$ cat config.mk
export PLATFORM = sky130hd
export DESIGN_NAME = tick_softint_unit
export DESIGN_NICKNAME = d
export VERILOG_FILES = /design/src/rtl/tsu_pkg.sv /design/src/rtl/tsu_pending_reg.sv /design/src/rtl/tsu_cmp_match.sv /design/src/rtl/tsu_irq_eval.sv /design/src/rtl/tick_softint_unit.sv
export SDC_FILE = /design/constraint.sdc
export NUM_CORES = 1
export LEC_CHECK = 0
export CORE_UTILIZATION = 42
export DETAILED_ROUTE_END_ITERATION = 10
export GPL_TIMING_DRIVEN = 0
export PLACE_DENSITY = 0.9
export SLEW_MARGIN = 20
export SYNTH_ARGS = -nofsm -noshare
export SYNTH_HDL_FRONTEND = slang
export SYNTH_HIERARCHICAL = 1
export SYNTH_SLANG_ARGS = --single-unit
$ cat constraint.sdc
create_clock -name clk -period 2.5 [get_ports clk]
set_clock_uncertainty 0.05 [all_clocks]
set_input_delay 0.375 -clock clk [delete_from_list [all_inputs] [get_ports clk]]
set_output_delay 0.375 -clock clk [all_outputs]
set_load 0.1 [all_outputs]
$ cat src/rtl/tsu_pkg.sv
package tsu_pkg;

    localparam int DATA_W   = 64;
    localparam int TICK_W   = 63;
    localparam int PEND_W   = 17;
    localparam int LVL_W    = 4;
    localparam int ADDR_W   = 2;
    localparam int MATCH_BIT = PEND_W - 1;
    localparam int EDGE_LVL  = 14;

    typedef enum logic [ADDR_W-1:0] {
        ADR_DIRECT = 2'd0,
        ADR_SET    = 2'd1,
        ADR_CLEAR  = 2'd2,
        ADR_CMP    = 2'd3
    } tsu_addr_e;

    typedef struct packed {
        logic              en;
        tsu_addr_e         addr;
        logic [DATA_W-1:0] data;
    } tsu_wr_t;

    // Priority level of pending bit idx: outer bits share a fixed level.
    function automatic int level_of(input int idx);
        if (idx == 0 || idx == MATCH_BIT)
            return EDGE_LVL;
        return idx;
    endfunction

endpackage

$ cat src/rtl/tsu_pending_reg.sv
module tsu_pending_reg
    import tsu_pkg::*;
#(
    parameter int P_W = PEND_W,
    parameter int M_BIT = MATCH_BIT
) (
    input  logic           clk,
    input  logic           rst,
    input  tsu_wr_t        req,
    input  logic           fire,
    output logic [P_W-1:0] pend_q
);

    logic [P_W-1:0] wr_val;
    logic [P_W-1:0] after_wr;
    logic [P_W-1:0] match_mask;

    assign wr_val = req.data[P_W-1:0];

    always_comb begin
        after_wr = pend_q;
        if (req.en) begin
            unique case (req.addr)
                ADR_DIRECT: after_wr = wr_val;
                ADR_SET:    after_wr = pend_q | wr_val;
                ADR_CLEAR:  after_wr = pend_q & ~wr_val;
                default:    after_wr = pend_q;
            endcase
        end
    end

    always_comb begin
        match_mask = '0;
        match_mask[M_BIT] = fire;
    end

    always_ff @(posedge clk) begin
        if (rst)
            pend_q <= '0;
        else
            pend_q <= after_wr | match_mask;
    end

    AST_SET_KEEPS: assert property (@(posedge clk) disable iff (rst)
        (req.en && req.addr == ADR_SET) |=> ((pend_q & $past(pend_q)) == $past(pend_q)));

    AST_CLR_REMOVES: assert property (@(posedge clk) disable iff (rst)
        (req.en && req.addr == ADR_CLEAR && !fire) |=> ((pend_q & $past(wr_val)) == '0));

    AST_FIRE_SETS: assert property (@(posedge clk) disable iff (rst)
        fire |=> pend_q[M_BIT]);

endmodule

$ cat src/rtl/tsu_cmp_match.sv
module tsu_cmp_match
    import tsu_pkg::*;
#(
    parameter int D_W = DATA_W,
    parameter int T_W = TICK_W
) (
    input  logic           clk,
    input  logic           rst,
    input  tsu_wr_t        req,
    input  logic [T_W-1:0] tick_cnt,
    output logic [D_W-1:0] cmp_q,
    output logic           fire
);

    localparam int DIS_BIT = D_W - 1;

    logic equal_now;
    logic armed_eq;
    logic armed_eq_q;

    assign equal_now = (tick_cnt == cmp_q[T_W-1:0]);
    assign armed_eq  = equal_now && !cmp_q[DIS_BIT];
    assign fire      = armed_eq && !armed_eq_q;

    always_ff @(posedge clk) begin
        if (rst) begin
            cmp_q      <= '0;
            cmp_q[DIS_BIT] <= 1'b1;
            armed_eq_q <= 1'b0;
        end else begin
            armed_eq_q <= armed_eq;
            if (req.en && req.addr == ADR_CMP)
                cmp_q <= req.data[D_W-1:0];
        end
    end

    AST_DISABLED_QUIET: assert property (@(posedge clk) disable iff (rst)
        cmp_q[DIS_BIT] |-> !fire);

    AST_SINGLE_FIRE: assert property (@(posedge clk) disable iff (rst)
        (fire && !(req.en && req.addr == ADR_CMP)) |=> !fire);

endmodule

$ cat src/rtl/tsu_irq_eval.sv
module tsu_irq_eval
    import tsu_pkg::*;
#(
    parameter int P_W = PEND_W,
    parameter int L_W = LVL_W
) (
    input  logic           clk,
    input  logic           rst,
    input  logic [P_W-1:0] pend,
    input  logic           int_en,
    input  logic [L_W-1:0] pri_lvl,
    output logic           irq
);

    logic [P_W-1:0] hit;

    for (genvar i = 0; i < P_W; i++) begin : g_lvl
        localparam int LVL = level_of(i);
        assign hit[i] = pend[i] && (LVL > int'(pri_lvl));
    end

    assign irq = int_en && (|hit);

    AST_IRQ_NEEDS_EN: assert property (@(posedge clk) disable iff (rst)
        !int_en |-> !irq);

    AST_TOP_BIT_LEVEL: assert property (@(posedge clk) disable iff (rst)
        (int_en && pend[P_W-1] && int'(pri_lvl) < EDGE_LVL) |-> irq);

    AST_NOTHING_PENDING: assert property (@(posedge clk) disable iff (rst)
        (pend == '0) |-> !irq);

endmodule

$ cat src/rtl/tick_softint_unit.sv
module tick_softint_unit
    import tsu_pkg::*;
(
    input  logic              clk,
    input  logic              rst,
    input  logic              wr_en,
    input  logic [ADDR_W-1:0] wr_addr,
    input  logic [DATA_W-1:0] wr_data,
    input  logic [ADDR_W-1:0] rd_addr,
    output logic [DATA_W-1:0] rd_data,
    input  logic [TICK_W-1:0] tick_cnt,
    input  logic              int_en,
    input  logic [LVL_W-1:0]  pri_lvl,
    output logic              irq
);

    tsu_wr_t           req;
    logic [PEND_W-1:0] pend_q;
    logic [DATA_W-1:0] cmp_q;
    logic              fire;

    assign req.en   = wr_en;
    assign req.addr = tsu_addr_e'(wr_addr);
    assign req.data = wr_data;

    tsu_cmp_match #(.D_W(DATA_W), .T_W(TICK_W)) u_cmp (
        .clk      (clk),
        .rst      (rst),
        .req      (req),
        .tick_cnt (tick_cnt),
        .cmp_q    (cmp_q),
        .fire     (fire)
    );

    tsu_pending_reg #(.P_W(PEND_W), .M_BIT(MATCH_BIT)) u_pend (
        .clk    (clk),
        .rst    (rst),
        .req    (req),
        .fire   (fire),
        .pend_q (pend_q)
    );

    tsu_irq_eval #(.P_W(PEND_W), .L_W(LVL_W)) u_irq (
        .clk     (clk),
        .rst     (rst),
        .pend    (pend_q),
        .int_en  (int_en),
        .pri_lvl (pri_lvl),
        .irq     (irq)
    );

    always_comb begin
        if (tsu_addr_e'(rd_addr) == ADR_CMP)
            rd_data = cmp_q;
        else
            rd_data = {{(DATA_W-PEND_W){1'b0}}, pend_q};
    end

    AST_RESET_STATE: assert property (@(posedge clk)
        $past(rst) |-> (pend_q == '0 && cmp_q == {1'b1, {(DATA_W-1){1'b0}}}));

    AST_MASKED_STABLE: assert property (@(posedge clk) disable iff (rst)
        (cmp_q[DATA_W-1] && !wr_en) |=> (pend_q == $past(pend_q)));

endmodule

==> metrics.md <==
| Metric | Value |
|---|---|
| PortBufs | `just over 200` |
| Post-Syn Area | `4523 um^2` |
| Antenna violations before repair | `0` |
| Synth Area in Compound Gates | `approximately 16%` |
| Critical path arrival | `2.15 ns` |
| Ratio of cells with drive above 1 in the final layout | `~18%` |
| Residual DRC count | `0` |
| Fmax achieved | `around 390 MHz` |
| Switching Power | `0.9842 mW` |
| DR vias | `5032` |
| Sequential share of the synthesized area | `between 30 and 40%` |
| Crit path max fanout | `4` |
| # IOs | `between 200 and 250` |
| Setup TNS | `-0.07635 ns` |
| H-tree depth | `3` |
| Gate power share | `approximately 25%` |
| Site Rows | `37` |
| Clock Path Buffers | `2` |
| PD cells | `roughly 500 nW/um^2` |
| Seq pwr share | `41.5%` |
| Clock network power share | `approximately a third` |
| Global-route usage over all layers | `between 20% and 30%` |
| Initial DRC count | `around 370` |
| Worst min path class | `in2reg` |
| Total grt overflow | `0` |
| CTS tree | `built` |
| Die Height | `105.8 um` |
| TritonRoute pass-1 iters | `5` |
| Status | `finished with violations` |
| First-pass GRT wire length | `roughly 26000 um` |
| Sw Share | `between 20% and 30%` |
| CP endpoint kind | `primary output` |
| Max-Cap Viols | `0` |
| Final wirelength | `16930 um` |
| Final Hold Viols | `0` |
| Final WS setup | `-0.07635 ns` |
| Initial Util | `between 40% and 50%` |
| Antenna-violating nets left | `0` |
| Largest net degree at the start of global routing | `13` |
| Worst setup SP type | `flop` |
| Fin. max-slew vios | `0` |
| WL/cell | `around 18 um` |
| Cell count after synthesis | `567` |
| Synth Area in Simple Gates | `26.86%` |
| Vias per inst | `5.481` |
| ANT cells | `0` |
| Yosys warns | `6` |
| Final setup fails | `1` |
| Sink Count | `about 80` |
| Final HPWL DP | `13290 um` |
| Syn Nets | `706` |
| Clock Latency Late Sink | `between 0.3 and 0.4 ns` |
| Slew margin rel. | `between 60% and 70%` |
| Clock root buffer | `clkbuf_8` |
| Die span in x | `roughly 110 um` |
| CORE AREA | `~10000 um^2` |
| RSZ-0062 raised after global routing | `true` |
| Synth top area share | `36.29%` |
| Period utilization | `103.1%` |
| Nets | `between 900 and 1000` |
| CP Data Required Time | `about 2.1 ns` |
| Post-Synth Adder-Cell Area | `0%` |
| Period minus WS final | `2.576 ns` |
| Post-synthesis mux area share | `under 10%` |
| Number of global-route vias before repair | `around 5000` |
| Layout area overhead | `50.12%` |
| Cell-internal power | `between 2 and 2.5 mW` |
| Top cells by area, synth | `dfxtp_1, nand2_1, xnor2_1` |
| Yosys top cell by area | `dfxtp_1` |
| Flops & latches, synth | `82` |
| P_leak | `between 2 and 3 nW` |
| Clock transition at path regs | `0.09 ns` |
| Worst Tran Pin Value | `just under 0.6 ns` |
| Failing checks | `negative setup slack` |
| Total CTS buffers | `9` |
| Syn_area_per_cell | `~8.0 um^2` |
| Die area | `~11000 um^2` |
| Gpl congestion | `slightly above 0.9` |
| Crit Path Category | `reg2out` |
| Yosys cell types | `45` |
| Max IR drop VDD | `between 0.2 and 0.3 mV` |
| Post-Synth XOR/XNOR Area | `around 11%` |
| Largest family of logic cells by synthesized area | `simple AND/OR/NAND/NOR gates` |
| WHS | `between 0.2 and 0.3 ns` |
cell families after synthesis:
group	Yosys count
compound gates	120
xor+xnor	58
buf+inv	43
flops	82
mux	17
simple gates	247
sequential cells by signal (all words and copies together) (netlist names):
signal and cells:
u_cmp/cmp_q 64, u_pend/pend_q 17, u_cmp/armed_eq_q 1
final cells by class:
type	count	area, um^2
buffer	37	197.7
sequential	82	1643
fill	890	3580
clock buffer	10	137.6
timing repair buffer	202	1866
tap	136	170.2
inverter	6	22.52
clock inverter	3	90.09
multi-input combinational	442	2664
critical path: stages (launching register included):
cell	delay, ns
dfxtp_1	0.36
or4_4	0.56
a2111oi_4	0.24
o221ai_2	0.13
o41a_1	0.33
buf_6	0.19
final timing paths:
check | startpoint | end | slack (ns) | cells past startpoint
hold / removal | rst | u_pend/pend_q[8]$_SDFFE_PP0P_ | 0.27 | 2
hold reg to reg | u_cmp/cmp_q[11]$_SDFFE_PP0P_ | u_cmp/cmp_q[11]$_SDFFE_PP0P_ | 0.43 | 2
setup / recovery | u_pend/pend_q[12]$_SDFFE_PP0P_ | irq | -0.08 | 5
setup reg to reg | u_cmp/cmp_q[3]$_SDFFE_PP0P_ | u_pend/pend_q[16]$_SDFF_PP0_ | 0.57 | 7
repair_timing:
item                                    in CTS  in global routing
pin swaps                                    0                  1
endpoints found under the setup margin      65                 40
resized for setup                          270                 62
buffers inserted                             0                  0
endpoints found under the hold margin        0                  0
hold buffers                                 0                  0
per-layer routing:
| layer | wire length, um | track usage, % | part of all wire [%] | vias to the layer above |
|---|---|---|---|---|
| li1 | - | - | - | 2345 |
| met1 | 6704 | 36.21 | 40 | 2361 |
| met2 | 8345 | 51.59 | 49 | 286 |
| met3 | 1361 | 4.824 | 8.0 | 40 |
| met4 | 518 | 12.60 | 3.1 | 0 |
| met5 | 0 | 0 | 0 | - |
placed cells by master (no fill, tap or decap), types with 3 or more instances in the layout:
cell type,count
clkdlybuf4s50_1,137
nand2_1,136
dfxtp_1,81
a21oi_1,76
and3_1,48
xnor2_1,44
buf_2,27
nor2b_1,21
clkbuf_4,18
o21ai_1,17
clkbuf_1,16
clkdlybuf4s15_2,14
xor2_1,14
buf_4,13
nand4_1,11
nand2_2,11
mux2_4,10
clkbuf_8,10
a21oi_2,10
mux2_2,7
nor4_1,7
clkbuf_2,5
buf_1,5
inv_1,4
o21ai_0,4
bufinv_16,3
nor2_1,3
o22ai_1,3
through the flow:
stage	setup WS (ns)	utilization (%)	power, mW	cell area (um^2)	std cells
2_1_floorplan	0.08090	-	1.882	4523	567
3_3_place_gp	-0.8018	64.76	2.258	6715	905
3_5_place_dp	-0.8216	64.76	2.274	6715	905
4_1_cts	-0.2110	66.19	3.387	6864	918
5_1_grt	-0.1345	65.48	3.483	6790	918
6_report	-0.07635	65.48	3.384	6790	918
power by group through the flow:
| stage | Clock (mW) | Sequential, mW | Combinational, mW |
|---|---|---|---|
| after CTS | 1.15 | 1.40 | 0.838 |
| after detailed placement | 0 | 1.43 | 0.841 |
| after global placement | 0 | 1.43 | 0.829 |
| final | 1.14 | 1.40 | 0.837 |
| after global routing | 1.19 | 1.41 | 0.880 |
| after floorplan | 0 | 1.41 | 0.468 |
synth_stat cells, drive strengths merged:
cell / count
a2111oi: 2
a211oi: 1
a21boi: 1
a21oi: 86
a221oi: 1
a22oi: 1
a311oi: 1
and3: 48
and4: 1
buf: 16
clkbuf: 21
clkinv: 1
dfxtp: 82
inv: 5
mux2: 17
nand2: 148
nand2b: 2
nand3: 2
nand3b: 1
nand4: 11
nor2: 3
nor2b: 22
nor4: 8
o21ai: 21
o221ai: 1
o22ai: 3
o41a: 1
o41ai: 1
or4: 1
xnor2: 44
xor2: 14
(Power assumes the default switching activity.)
